## config.mk

```make
export PLATFORM = sky130hd
export DESIGN_NAME = bus_cycle_seq
export DESIGN_NICKNAME = d
export VERILOG_FILES = /design/src/rtl/bus_cycle_seq.sv
export SDC_FILE = /design/constraint.sdc
export NUM_CORES = 1
export LEC_CHECK = 0
export CELL_PAD_IN_SITES_DETAIL_PLACEMENT = 1
export CELL_PAD_IN_SITES_GLOBAL_PLACEMENT = 2
export CORE_ASPECT_RATIO = 0.6
export CORE_MARGIN = 2
export CORE_UTILIZATION = 29
export CTS_CLUSTER_SIZE = 25
export DETAILED_ROUTE_END_ITERATION = 8
export GPL_ROUTABILITY_DRIVEN = 1
export GPL_TIMING_DRIVEN = 0
export HOLD_SLACK_MARGIN = 0.05
export MAX_ROUTING_LAYER = met4
export PLACE_DENSITY_LB_ADDON = 0.1
export SLEW_MARGIN = 15
export SYNTH_ARGS = -nofsm -noshare
export SYNTH_HDL_FRONTEND = slang
export SYNTH_SLANG_ARGS = --single-unit
```

## constraint.sdc

```tcl
create_clock -name clk -period 1.85 [get_ports clk]
set_input_delay 0.37 -clock clk [delete_from_list [all_inputs] [get_ports clk]]
set_output_delay 0.37 -clock clk [all_outputs]
set_load 0.01 [all_outputs]
```

## src/rtl/bus_cycle_seq.sv

```systemverilog
module bus_cycle_seq #(
  parameter int AW = 20,
  parameter int DW = 16
) (
  input  logic             clk,
  input  logic             rst_n,
  input  logic             req_go,
  input  logic [AW-1:0]    req_addr,
  input  logic             req_wr,
  input  logic             req_io,
  input  logic             req_hi,
  input  logic [1:0]       req_seg,
  input  logic [DW-1:0]    req_wdata,
  input  logic             rdy_in,
  input  logic [DW-1:0]    ad_in,
  output logic [DW-1:0]    ad_out,
  output logic             ad_oe,
  output logic [AW-DW-1:0] as_out,
  output logic             ale,
  output logic             rd_n,
  output logic             wr_n,
  output logic             io_m,
  output logic             dt_r,
  output logic             den_n,
  output logic             bhe_n,
  output logic [DW-1:0]    rdata,
  output logic             done,
  output logic             busy
);
  localparam int UW = AW - DW;

  typedef enum logic [2:0] {S_IDLE, S_T1, S_T2, S_T3, S_TW, S_T4} st_t;
  st_t st;

  logic [AW-1:0] addr_q;
  logic [DW-1:0] wdata_q;
  logic [1:0]    seg_q;
  logic          wr_q, io_q, hi_q;

  always_ff @(posedge clk or negedge rst_n) begin
    if (!rst_n) begin
      st      <= S_IDLE;
      addr_q  <= '0;
      wdata_q <= '0;
      seg_q   <= '0;
      wr_q    <= 1'b0;
      io_q    <= 1'b0;
      hi_q    <= 1'b0;
      rdata   <= '0;
    end else begin
      case (st)
        S_IDLE: if (req_go) begin
          st      <= S_T1;
          addr_q  <= req_addr;
          wdata_q <= req_wdata;
          seg_q   <= req_seg;
          wr_q    <= req_wr;
          io_q    <= req_io;
          hi_q    <= req_hi;
        end
        S_T1: st <= S_T2;
        S_T2: st <= S_T3;
        S_T3, S_TW: begin
          if (rdy_in) begin
            st <= S_T4;
            if (!wr_q) rdata <= ad_in;
          end else begin
            st <= S_TW;
          end
        end
        S_T4: st <= S_IDLE;
        default: st <= S_IDLE;
      endcase
    end
  end

  logic in_t1, strobe;
  assign in_t1  = (st == S_T1);
  assign strobe = (st == S_T2) || (st == S_T3) || (st == S_TW);

  assign busy   = (st != S_IDLE);
  assign done   = (st == S_T4);
  assign ale    = in_t1;
  assign rd_n   = !(strobe && !wr_q);
  assign wr_n   = !(strobe && wr_q);
  assign den_n  = !strobe;
  assign io_m   = busy && io_q;
  assign dt_r   = busy ? wr_q : 1'b1;
  assign bhe_n  = !(in_t1 && hi_q);
  assign ad_oe  = in_t1 || (busy && wr_q);
  assign ad_out = in_t1 ? addr_q[DW-1:0] : ((busy && wr_q) ? wdata_q : '0);

  always_comb begin
    as_out = '0;
    if (in_t1)     as_out = addr_q[AW-1:DW];
    else if (busy) as_out = {{(UW-2){1'b0}}, seg_q};
  end

  a_r3_ale_single: assert property (@(posedge clk) disable iff (!rst_n)
    ale |=> !ale);
  a_r3_strobe_after_ale: assert property (@(posedge clk) disable iff (!rst_n)
    ($fell(rd_n) || $fell(wr_n)) |-> $past(ale));
  a_r7_strobe_excl: assert property (@(posedge clk) disable iff (!rst_n)
    !(!rd_n && !wr_n));
  a_r8_wait_holds: assert property (@(posedge clk) disable iff (!rst_n)
    ((st == S_T3 || st == S_TW) && !rdy_in) |=> (!rd_n || !wr_n));
  a_r9_den_with_strobe: assert property (@(posedge clk) disable iff (!rst_n)
    (!rd_n || !wr_n) |-> !den_n);
  a_r11_done_after_ready: assert property (@(posedge clk) disable iff (!rst_n)
    done |-> $past(rdy_in));
  a_r2_no_restart: assert property (@(posedge clk) disable iff (!rst_n)
    (busy && !done) |=> !ale);
endmodule

```

Word level (Yosys, flattened, before mapping)
Cells that the tools add are included.

Output and inout bits: 46. Word-level logic and storage cells: 41. Bits of input ports: 61. Register bits: 60.

Bitwise logic cells: 1. Equality and inequality tests: 6. Reductions and logical operators: 18. Mux-type cells: 8.

Operators by type and width (number): $mux W16 (2); $pmux W3 S4 (1); $eq A3 B2 Y1 const B (2); $eq A3 B3 Y1 const B (2); $logic_and A1 B1 Y1 (5); $logic_not A1 Y1 (5); $mux W4 (1); $eq A3 B1 Y1 const B (1); $logic_not A3 Y1 (1); $logic_or A1 B1 Y1 (3); $mux W3 (1); $reduce_and A3 Y1 (1); $reduce_bool A3 Y1 (1); $mux W1 (2); $mux W2 (1); $ne A2 B2 Y1 const B (1); $reduce_and A2 Y1 (1); $reduce_or A2 Y1 (1); $not A1 Y1 (1).

Longest topological paths before layout
Gate-level depths: netlist of the first run.

Depth in word-level cells: 5. Gate-level depth with buffers: 7. Gate-level depth less buffers: 4.

Worst setup path before layout of the first run
No wires, ideal clock.

Path kind: register to output. Start point: register st[2]. End point: output ad_out[0]. Arrival: 1.446 ns. Required time: 1.480 ns. Slack: 0.034 ns. Cell stages (with the launch flop): 8. Path buffers: 3. Cell sequence: dfrtp_1 buf_6 or3b_1 buf_6 clkinv_2 buf_6 nand2_1 a21oi_1.

Cells in the longest elaborated chain, start to end: 4. Elaborated cells on any way between the ends: 5. Those cells by class: 1 x eq/ne; 2 x mux; 2 x reduce/logical.

RTL lines: start: declaration (RTL line 33) `st_t st;`; start signal: assignment (RTL line 42) `st <= S_IDLE;`; start signal: assignment (RTL line 53) `st <= S_T1;`; start signal: assignment (RTL line 61) `S_T1: st <= S_T2;`; $reduce_bool A3 Y1 (RTL line 81) `assign busy = (st != S_IDLE);`; $logic_and A1 B1 Y1 (RTL line 91) `assign ad_out = in_t1 ? addr_q[DW-1:0] : ((busy && wr_q) ? wdata_q : '0);`; $mux W16 (RTL line 91); $mux W16 (*) (RTL line 91); end: declaration (RTL line 16) `output logic [DW-1:0] ad_out,`.

Every way passes the cells marked *; elsewhere a longest branch is shown, timed or not.

Final worst setup path of the first run
Start point: register st[2]. End point: output ad_out[2].

Same word-level chain as after synthesis.

==> load_flow_metrics.sql, run 1 <==
INSERT INTO impl_metrics (metric_group, metric, value, unit) VALUES
('worst_hold_path', 'min-delay-path-class', 'reg2reg', ''),
('outcome', 'violations', 'setup timing', ''),
('yosys', 'synth.top_cells.by_area', 'sky130_fd_sc_hd__dfrtp_1, sky130_fd_sc_hd__mux2_1, sky130_fd_sc_hd__a32o_1, sky130_fd_sc_hd__a221o_1, sky130_fd_sc_hd__nand2_1', ''),
('placed_design', 'port_buffers', '106', ''),
('routing', 'avgViaCountPerCell', '5.04', ''),
('yosys', 'synth_nets', '322', ''),
('routing', 'dr_total_vias', '2802', ''),
('sta', 'final.setup.tns', '-11.43', 'ns'),
('yosys', 'async_reset_ff_frac', '1.00', ''),
('sta', 'timing.final.crit_period', '2.27', 'ns'),
('cells_and_area', 'areaGrowthSynthToFinish', '70.1', '%'),
('sta', 'setup_ws', '-0.423', 'ns'),
('routing', 'wire_per_inst', '19.9', 'µm'),
('cells_and_area', 'finalInstanceArea', '5310', 'µm²'),
('floorplan', 'floorplan.initialDensity', '0.297', ''),
('sta', 'timing_worst_slew_pin_value', '0.591', 'ns'),
('sta', 'final-setup-viol-count', '69', ''),
('routing', 'remaining_drc_errors', '0', ''),
('sta', 'finalHoldViolations', '0', ''),
('job', 'maxCapViolCount', '0', ''),
('worst_hold_path', 'worstHoldStart', 'addr_q[5]$_DFFE_PN0P_', ''),
('placed_design', 'post_dp_hpwl', '7020', 'µm'),
('routing', 'routed_wl', '11100', 'µm'),
('critical_path', 'crit_arrival', '1.90', 'ns'),
('yosys', 'synth.largest_area_cell', 'sky130_fd_sc_hd__dfrtp_1', ''),
('sta', 'timing.max_slew.rel_slack', '0.606', ''),
('cells_and_area', 'layoutNonFillerInstCount', '556', ''),
('critical_path', 'required', '1.48', 'ns'),
('placed_design', 'routabilityCongestion', '0.740', ''),
('clock_tree', 'clk_path_buf_depth', '2', ''),
('yosys', 'syn-cell-area', '3120', 'µm²'),
('cells_and_area', 'final_nets', '474', ''),
('clock_tree', 'clock-sinks', '60', ''),
('yosys', 'post_synth_inst_count', '261', ''),
('yosys', 'synth.most_common_cell', 'sky130_fd_sc_hd__dfrtp_1', ''),
('clock_tree', 'clock_latency', '0.32', 'ns'),
('critical_path', 'crit_type', 'reg2out', ''),
('pwr', 'power.static_leakage', '2.32', 'nW'),
('sta', 'final.setup_skew', '0.00479', 'ns'),
('clock_tree', 'cts_inserted_buffers', '9', ''),
('clock_tree', 'clock_input_transition_at_the_sequential_cells_of_the_worst_setup_and_hold_paths', '0.05', 'ns'),
('critical_path', 'critical_path_peak_fanout', '5', ''),
('yosys', 'synth_seq_cells', '60', ''),
('floorplan', 'ios', '107', ''),
('global_route', 'grt.overflow.total', '0', ''),
('floorplan', 'design.die.area', '11600', 'µm²'),
('yosys', 'dominantRegCellSynth', 'sky130_fd_sc_hd__dfrtp_1', ''),
('sta', 'achievable-frequency', '0.440', 'GHz'),
('pwr', 'power.density', '1900', 'nW/µm²'),
('global_route', 'grt_start_max_net_pins', '34', ''),
('routing', 'drtAntennaViolNets', '0', ''),
('critical_path', 'cp-start-kind', 'flop', ''),
('yosys', 'yosysTopAreaCellShare', '0.481', ''),
('yosys', 'synth.lib_cells_used.distinct', '33', ''),
('sta', 'whs', '0.490', 'ns'),
('placed_design', 'placed_cells_incl_taps', '507', ''),
('critical_path', 'r2r-start', 'st[2]$_DFFE_PN0P_', ''),
('cells_and_area', 'share_of_post_route_cells_with_drive_strength_above_1', '0.439', ''),
('yosys', 'average_cell_area_after_synthesis', '12.0', 'µm²'),
('yosys', 'synth.cells.most_frequent', 'sky130_fd_sc_hd__dfrtp_1, sky130_fd_sc_hd__mux2_1, sky130_fd_sc_hd__a32o_1', ''),
('critical_path', 'regToRegEndpoint', 'addr_q[12]$_DFFE_PN0P_', ''),
('floorplan', 'chipHeight', '84.4', 'µm'),
('cells_and_area', 'antenna_cells', '0', ''),
('floorplan', 'core-area', '10500', 'µm²'),
('global_route', 'number_of_global_route_vias_before_repair', '3019', ''),
('global_route', 'global_route.usage.total', '0.192', ''),
('clock_tree', 'h-tree-depth', '3', ''),
('critical_path', 'worstSetupEndpointType', 'primary output', ''),
('clock_tree', 'tritoncts', 'yes', ''),
('outcome', 'run_status', 'finished with violations', ''),
('yosys', 'ys.warnings.count', '0', '');
-- registers in the layout (all words and copies together), names as in the netlist --
signal / cells
seg_q: 2
rdata: 16
hi_q: 1
st: 3
wr_q: 1
io_q: 1
addr_q: 20
wdata_q: 16
-- how the worst max path moves through the flow --
stage,slack (ns),depth (start not counted),start,to
final,-0.42,8,st[2]$_DFFE_PN0P_,ad_out[2]
after global routing,-0.50,8,st[2]$_DFFE_PN0P_,ad_out[2]
after CTS,-0.45,8,st[1]$_DFFE_PN0P_,ad_out[4]
after detailed placement,-0.84,6,st[2]$_DFFE_PN0P_,ad_out[13]
after global placement,-1.84,1,rst_n,addr_q[14]$_DFFE_PN0P_
after floorplan,0.03,7,st[2]$_DFFE_PN0P_,ad_out[0]
-- where the power goes --
part | switching, mW | total, mW | internal, mW
Clock | 0.564 | 1.46 | 0.891
Combinational | 2.58 | 6.03 | 3.45
Sequential | 0.581 | 2.59 | 2.00
-- placed cells by master, fill, tap and decap left out, types with 8 or more instances in the layout --
cell	netlist	layout
sky130_fd_sc_hd__a221o_1	16	16
sky130_fd_sc_hd__buf_12	0	8
sky130_fd_sc_hd__nand2_1	29	23
sky130_fd_sc_hd__mux2_4	0	38
sky130_fd_sc_hd__clkdlybuf4s50_1	0	75
sky130_fd_sc_hd__clkbuf_16	0	10
sky130_fd_sc_hd__dfrtp_1	60	59
sky130_fd_sc_hd__a32o_1	32	32
sky130_fd_sc_hd__buf_4	1	19
sky130_fd_sc_hd__a21oi_2	9	13
sky130_fd_sc_hd__buf_6	9	27
sky130_fd_sc_hd__buf_2	11	26
-- stage by stage --
stage	utilization	worst slack, ns
floorplan	-	0.0344
global placement	0.414	-1.84
detailed placement	0.416	-0.837
CTS	0.465	-0.454
global route	0.505	-0.498
finish	0.505	-0.423
-- routing by layer --
metal / GRT usage / up-vias / part of all wire
met5: - / - / 0
met4: 0.0538 / 0 / 0.0076
met3: 0.0429 / 9 / 0.056
met2: 0.257 / 82 / 0.42
met1: 0.288 / 1425 / 0.51
li1: - / 1286 / -
-- layout make-up --
type	count	area, µm²
repair buffers	143	1380
well taps	139	174
clock buffers	12	236
fillers	1092	5210
multi-input cells	172	1690
plain buffers	25	287
flip-flops and latches	60	1500
inverters	2	20.0
clock inverters	3	15.0
-- worst max-delay path: stages (launching register included) --
cell and delay, ns:
sky130_fd_sc_hd__dfrtp_1 0.39, sky130_fd_sc_hd__buf_6 0.14, sky130_fd_sc_hd__or3b_4 0.36, sky130_fd_sc_hd__buf_6 0.15
sky130_fd_sc_hd__clkinv_8 0.07, sky130_fd_sc_hd__buf_8 0.13, sky130_fd_sc_hd__nand2_1 0.07, sky130_fd_sc_hd__a21oi_2 0.13
sky130_fd_sc_hd__buf_2 0.14
-- cells by family (layout without fill, tap and decap cells) --
| kind of cell | Yosys count | count (layout) | share of synthesized area |
|---|---|---|---|
| multiplexers | 42 | 42 | 0.152 |
| flip-flops | 60 | 60 | 0.481 |
| XOR/XNOR | 1 | 1 | 0.00281 |
| AO/OA/AOI/OAI | 71 | 71 | 0.204 |
| buffers and inverters | 29 | 185 | 0.0625 |
| AND/OR/NAND/NOR | 58 | 58 | 0.0978 |
-- repair_timing --
action,in CTS,in global routing
hold buffers,1,0
buffers inserted,18,15
setup endpoints to repair,30,77
resized for setup,176,80
pin swaps,18,9
cloned,2,1
endpoints found under the hold margin,27,0
Power figures use the tool's default switching activity.
==> run 2, diff against run 1 <==
Settings changed: CORE_UTILIZATION 29 to 39, DONT_BUFFER_PORTS set to 1.
==> load_flow_metrics.sql, run 2 (synthesis gave the netlist of run 1 again) <==
INSERT INTO impl_metrics (metric_group, metric, value, unit) VALUES
('outcome', 'run_status', 'finished with violations', ''),
('outcome', 'violations', 'setup timing', ''),
('cells_and_area', 'layout_top_registers', 'addr_q x20, rdata x16, wdata_q x16', ''),
('global_route', 'grt.overflow.total', '0', ''),
('global_route', 'grt_antenna_before_repair', '1', ''),
('sta', 'setup_ws', '-0.289', 'ns'),
('cells_and_area', 'areaGrowthSynthToFinish', '40.4', '%'),
('critical_path', 'crit_arrival', '1.77', 'ns'),
('clock_tree', 'h-tree-depth', '3', ''),
('cells_and_area', 'finalInstanceArea', '4380', 'µm²'),
('floorplan', 'ios', '107', ''),
('sta', 'final.setup_skew', '0.00767', 'ns'),
('clock_tree', 'clock-sinks', '60', ''),
('critical_path', 'required', '1.48', 'ns'),
('routing', 'drtAntennaViolNets', '0', ''),
('floorplan', 'chipHeight', '73.3', 'µm'),
('critical_path', 'reg2regPathDepth', '7', ''),
('sta', 'final-setup-viol-count', '27', ''),
('routing', 'drt_first_pass_iters', '4', ''),
('clock_tree', 'clock_latency', '0.33', 'ns'),
('job', 'maxCapViolCount', '0', ''),
('placed_design', 'routabilityCongestion', '0.742', ''),
('sta', 'finalHoldViolations', '0', ''),
('cells_and_area', 'final_common_cell', 'sky130_fd_sc_hd__dfrtp_1', ''),
('clock_tree', 'cts_inserted_buffers', '9', ''),
('pwr', 'power.density', '2160', 'nW/µm²'),
('cells_and_area', 'largest_register_ffs', '20', ''),
('sta', 'timing_worst_slew_pin_value', '0.564', 'ns'),
('critical_path', 'crit_type', 'reg2out', ''),
('routing', 'avgViaCountPerCell', '5.95', ''),
('global_route', 'global_route.usage.total', '0.231', ''),
('floorplan', 'die_width', '120', 'µm'),
('placed_design', 'placement.cell_area', '3260', 'µm²'),
('sta', 'final.setup.tns', '-5.64', 'ns'),
('sta', 'achievable-frequency', '0.468', 'GHz'),
('sta', 'timing.max_slew.rel_slack', '0.624', ''),
('placed_design', 'post_dp_hpwl', '6040', 'µm'),
('critical_path', 'critPathCapture', 'ad_out[6]', ''),
('cells_and_area', 'share_of_post_route_cells_with_drive_strength_above_1', '0.425', ''),
('routing', 'routed_wl', '9770', 'µm'),
('worst_hold_path', 'worstHoldStart', 'req_wdata[12]', ''),
('pwr', 'vdd_drop_max', '0.692', 'mV'),
('placed_design', 'pre_cts_setup_slack', '-0.348', 'ns'),
('sta', 'whs', '0.170', 'ns'),
('cells_and_area', 'final_nets', '357', ''),
('floorplan', 'design.die.area', '8760', 'µm²'),
('clock_tree', 'root_buffer', 'sky130_fd_sc_hd__clkbuf_16', ''),
('sta', 'slew_violations', '0', ''),
('routing', 'wire_per_inst', '23.8', 'µm'),
('sta', 'grt_setup_unrepaired', 'true', ''),
('clock_tree', 'tritoncts', 'yes', ''),
('routing', 'drtIter0Drc', '149', ''),
('placed_design', 'port_buffers', '0', ''),
('critical_path', 'cp-start-kind', 'flop', ''),
('floorplan', 'rows', '25', ''),
('critical_path', 'regToRegEndpoint', 'rdata[10]$_DFFE_PN0P_', ''),
('floorplan', 'core-area', '7820', 'µm²'),
('global_route', 'number_of_global_route_vias_before_repair', '2523', ''),
('critical_path', 'critical_path_peak_fanout', '5', ''),
('routing', 'remaining_drc_errors', '0', ''),
('clock_tree', 'clk_path_buf_depth', '2', ''),
('floorplan', 'floorplan.initialDensity', '0.399', ''),
('sta', 'timing.final.crit_period', '2.14', 'ns'),
('global_route', 'grt_pass1_wl', '14500', 'µm'),
('global_route', 'grt_start_max_net_pins', '61', ''),
('pwr', 'power.static_leakage', '1.82', 'nW'),
('critical_path', 'timing.critical_path.from', 'st[2]$_DFFE_PN0P_', ''),
('critical_path', 'reg2reg_setup_slack', '0.03', 'ns'),
('worst_hold_path', 'min-delay-path-class', 'in2reg', ''),
('routing', 'dr_total_vias', '2439', ''),
('critical_path', 'r2r-start', 'st[2]$_DFFE_PN0P_', ''),
('cells_and_area', 'most-common-layout-cells', 'sky130_fd_sc_hd__dfrtp_1, sky130_fd_sc_hd__mux2_1, sky130_fd_sc_hd__a32o_1, sky130_fd_sc_hd__buf_4, sky130_fd_sc_hd__nand2_2', ''),
('critical_path', 'worstSetupEndpointType', 'primary output', ''),
('sta', 'final_min_period_over_clock_period', '1.16', ''),
('clock_tree', 'clock_input_transition_at_the_sequential_cells_of_the_worst_setup_and_hold_paths', '0.06', 'ns'),
('cells_and_area', 'largest-register', 'addr_q', '');
## run 2: cell types whose count changed in the layout (fill, tap and decap cells not counted), moves of 3 or more
cell,change
sky130_fd_sc_hd__a21oi_2,-13
sky130_fd_sc_hd__a21oi_4,+15
sky130_fd_sc_hd__buf_2,-20
sky130_fd_sc_hd__buf_6,-20
sky130_fd_sc_hd__buf_8,-3
sky130_fd_sc_hd__bufinv_16,+3
sky130_fd_sc_hd__clkdlybuf4s50_1,-75
sky130_fd_sc_hd__mux2_1,+34
sky130_fd_sc_hd__mux2_4,-34
sky130_fd_sc_hd__nand2_1,-17
sky130_fd_sc_hd__nand2_2,+11
sky130_fd_sc_hd__nand2_4,+6
## run 2: how the worst min path moves through the flow
| stage | endpoint | slack, ns | depth (start not counted) |
|---|---|---|---|
| 2_1_floorplan | addr_q[0]$_DFFE_PN0P_ | 0.07 | 0 |
| 3_3_place_gp | rdata[4]$_DFFE_PN0P_ | 0.08 | 0 |
| 3_5_place_dp | rdata[4]$_DFFE_PN0P_ | 0.08 | 0 |
| 4_1_cts | addr_q[6]$_DFFE_PN0P_ | 0.16 | 1 |
| 5_1_grt | addr_q[17]$_DFFE_PN0P_ | 0.16 | 1 |
| 6_report | wdata_q[12]$_DFFE_PN0P_ | 0.17 | 1 |
## run 2: metal layers
| metal | part of all wire | routed length [µm] | vias to the layer above | global-route usage |
|---|---|---|---|---|
| met1 | 0.49 | 4780 | 1282 | 0.328 |
| met3 | 0.080 | 782 | 10 | 0.0908 |
| met4 | 0.0082 | 80 | 0 | 0.0510 |
| met2 | 0.42 | 4120 | 84 | 0.310 |
| met5 | 0 | 0 | - | - |
| li1 | - | - | 1063 | - |
## run 2: repair_timing
action / 4_1_cts / 5_1_grt
gates cloned: 1 / 2
endpoints found under the setup margin: 29 / 77
endpoints found under the hold margin: 60 / 0
pin swaps: 26 / 17
hold buffers: 2 / 0
buffers inserted: 13 / 8
resized for setup: 81 / 47
## run 2: area by class of cell
cell class | count | area [µm²]
Antenna cell | 1 | 2.50
Timing Repair Buffer | 26 | 304
Clock buffer | 12 | 256
Inverter | 2 | 25.0
Fill cell | 768 | 3440
Multi-Input combinational cell | 172 | 1780
Buffer | 25 | 279
Tap cell | 108 | 135
Sequential cell | 60 | 1500
Clock inverter | 4 | 95.1
## run 2: through the flow
stage          std cells  power, mW   util
2_1_floorplan        261       4.87      -
3_3_place_gp         369       5.53  0.416
3_5_place_dp         369       5.65  0.416
4_1_cts              401       8.88  0.528
5_1_grt              410       9.99  0.560
6_report             410       9.46  0.560
## run 2: where the power goes
group	total, mW	switching, mW	internal, mW
sequential	2.71	0.710	2.00
combinational	4.77	2.46	2.31
clock	1.98	0.593	1.39
total	9.46	3.77	5.70
## run 2: worst max-delay path, stage by stage, from the launching register on
cell	delay, ns
sky130_fd_sc_hd__dfrtp_1	0.39
sky130_fd_sc_hd__buf_6	0.13
sky130_fd_sc_hd__buf_6	0.12
sky130_fd_sc_hd__nor2_4	0.14
sky130_fd_sc_hd__mux2i_4	0.37
sky130_fd_sc_hd__clkbuf_16	0.24
sky130_fd_sc_hd__a21oi_4	0.05
==> run 3, diff against run 2 <==
Settings changed: CORE_UTILIZATION 39 to 44, CTS_BUF_LIST set to sky130_fd_sc_hd__clkbuf_2 sky130_fd_sc_hd__clkbuf_4 sky130_fd_sc_hd__clkbuf_8.
Clock period 1.85 ns to 2.55 ns, I/O delays scaled along.
==> load_flow_metrics.sql, run 3 (synthesis gave the netlist of run 1 again) <==
INSERT INTO impl_metrics (metric_group, metric, value, unit) VALUES
('outcome', 'run_status', 'complete, no violations', ''),
('cells_and_area', 'largest-register', 'addr_q', ''),
('cells_and_area', 'multi_input_area', '1480', 'µm²'),
('pwr', 'power.static_leakage', '1.44', 'nW'),
('sta', 'final.setup_skew', '0.00552', 'ns'),
('cells_and_area', 'largest_register_ffs', '20', ''),
('critical_path', 'cp_slowest_cell', 'sky130_fd_sc_hd__dfrtp_1', ''),
('floorplan', 'chipHeight', '69.2', 'µm'),
('routing', 'wire_per_inst', '22.5', 'µm'),
('cells_and_area', 'share_of_post_route_cells_with_drive_strength_above_1', '0.242', ''),
('pwr', 'vdd_drop_max', '0.603', 'mV'),
('routing', 'avgViaCountPerCell', '6.12', ''),
('clock_tree', 'h-tree-depth', '3', ''),
('critical_path', 'critical_path.cell_chain', 'buf_6 > or3b_1 > buf_6 > clkinv_2 > buf_6 > nand2_2 > a21oi_2', ''),
('clock_tree', 'clock_input_transition_at_the_sequential_cells_of_the_worst_setup_and_hold_paths', '0.07', 'ns'),
('floorplan', 'core-area', '6760', 'µm²'),
('sta', 'timing.max_slew.rel_slack', '0.626', ''),
('job', 'maxCapViolCount', '0', ''),
('pwr', 'power.density', '1440', 'nW/µm²'),
('critical_path', 'critical_path_peak_fanout', '10', ''),
('global_route', 'number_of_global_route_vias_before_repair', '2349', ''),
('clock_tree', 'clock-sinks', '60', ''),
('placed_design', 'routabilityCongestion', '0.731', ''),
('sta', 'slew_violations', '0', ''),
('clock_tree', 'root_buffer', 'sky130_fd_sc_hd__clkbuf_8', ''),
('routing', 'routed_wl', '8290', 'µm'),
('sta', 'timing_worst_slew_pin_value', '0.561', 'ns'),
('sta', 'timing.final.crit_period', '2.46', 'ns'),
('sta', 'final.setup.tns', '0', 'ns'),
('critical_path', 'critPathMaxStageDelay', '0.41', 'ns'),
('critical_path', 'worstSetupEndpointType', 'primary output', ''),
('floorplan', 'rows', '23', ''),
('routing', 'drtIter0Drc', '119', ''),
('clock_tree', 'clock_latency', '0.34', 'ns'),
('critical_path', 'cp_common_cell', 'sky130_fd_sc_hd__buf_6', ''),
('global_route', 'grt_pass1_wl', '13100', 'µm'),
('cells_and_area', 'areaGrowthSynthToFinish', '13.4', '%'),
('sta', 'finalHoldViolations', '0', ''),
('floorplan', 'die_width', '113', 'µm'),
('sta', 'final_min_period_over_clock_period', '0.964', ''),
('floorplan', 'floorplan.initialDensity', '0.462', ''),
('global_route', 'grt_start_max_net_pins', '61', ''),
('critical_path', 'crit_arrival', '1.95', 'ns'),
('critical_path', 'required', '2.04', 'ns'),
('global_route', 'grt.overflow.total', '0', ''),
('clock_tree', 'cts_inserted_buffers', '9', ''),
('critical_path', 'cp-start-kind', 'flop', ''),
('clock_tree', 'clk_path_buf_depth', '2', ''),
('cells_and_area', 'layout_top_registers', 'addr_q x20, rdata x16, wdata_q x16', ''),
('routing', 'drtAntennaViolNets', '0', ''),
('cells_and_area', 'most-common-layout-cells', 'sky130_fd_sc_hd__dfrtp_1, sky130_fd_sc_hd__mux2_1, sky130_fd_sc_hd__a32o_1, sky130_fd_sc_hd__nand2_1, sky130_fd_sc_hd__a221o_1', ''),
('sta', 'grt_setup_unrepaired', 'true', ''),
('pwr', 'totalPowerFinal', '5.09', 'mW'),
('cells_and_area', 'final_util', '0.524', ''),
('routing', 'drt_first_pass_iters', '4', ''),
('critical_path', 'crit_type', 'reg2out', ''),
('cells_and_area', 'final_common_cell', 'sky130_fd_sc_hd__dfrtp_1', ''),
('floorplan', 'design.die.area', '7810', 'µm²'),
('sta', 'final-setup-viol-count', '0', ''),
('worst_hold_path', 'min-delay-path-class', 'in2reg', ''),
('global_route', 'global_route.usage.total', '0.229', ''),
('cells_and_area', 'fill_cells', '698', ''),
('floorplan', 'ios', '107', ''),
('sta', 'whs', '0.293', 'ns'),
('routing', 'remaining_drc_errors', '0', ''),
('cells_and_area', 'sequential_area', '1500', 'µm²'),
('placed_design', 'port_buffers', '0', ''),
('placed_design', 'post_dp_hpwl', '5970', 'µm'),
('clock_tree', 'tritoncts', 'yes', ''),
('sta', 'achievable-frequency', '0.407', 'GHz'),
('global_route', 'grt_antenna_before_repair', '1', ''),
('routing', 'dr_total_vias', '2259', ''),
('cells_and_area', 'final_nets', '338', '');
-- run 3: area by class of cell --
cell class | instances | share of cell area
inverter | 2 | 0.00247
tap | 87 | 0.0307
buffer | 27 | 0.0534
clock inverter | 2 | 0.00989
multi-input combinational | 172 | 0.417
clock buffer | 13 | 0.0452
sequential | 60 | 0.424
antenna | 1 | 0.000707
timing repair buffer | 5 | 0.0170
-- run 3: what timing repair did --
action	4_1_cts	5_1_grt
pin swaps	1	0
hold endpoints to repair	60	0
setup buffers	1	2
hold buffers	2	0
resized for setup	2	9
endpoints found under the setup margin	11	8
-- run 3: final timing paths --
kind,from,end,slack [ns],depth (start not counted)
setup / recovery,st[2]$_DFFE_PN0P_,ad_out[10],0.09,7
hold / removal,req_addr[9],addr_q[9]$_DFFE_PN0P_,0.29,1
setup reg to reg,st[2]$_DFFE_PN0P_,wdata_q[14]$_DFFE_PN0P_,0.75,6
hold reg to reg,addr_q[18]$_DFFE_PN0P_,addr_q[18]$_DFFE_PN0P_,0.48,1
max in group asynchronous,rst_n,io_q$_DFFE_PN0P_,1.60,2
min in group asynchronous,rst_n,rdata[3]$_DFFE_PN0P_,0.69,2
-- run 3: metrics by stage --
step / setup slack [ns] / instances / area [µm²]
3_5_place_dp: 0.271 / 348 / 3230
5_1_grt: -0.0161 / 369 / 3540
3_3_place_gp: 0.275 / 348 / 3230
4_1_cts: 0.000639 / 366 / 3480
2_1_floorplan: 0.594 / 261 / 3120
6_report: 0.0926 / 369 / 3540
-- run 3: critical path: cells and delay by family, from the launching register on --
family	cells	cell delay [ns]
AND/OR/NAND/NOR	2	0.48
AO/OA/AOI/OAI	1	0.19
flip-flops	1	0.41
buffers and inverters	4	0.52
-- run 3: report_power, final --
group	internal [mW]	switching, mW
Combinational	1.01	1.34
Clock	0.504	0.361
Sequential	1.45	0.428
Total	2.96	2.13
-- run 3: layer usage --
layer,GRT usage,share of wire,vias up
li1,-,-,1017
met1,0.330,0.50,1153
met2,0.297,0.41,80
met3,0.0857,0.077,9
met4,0.0705,0.0099,0
met5,-,0,-
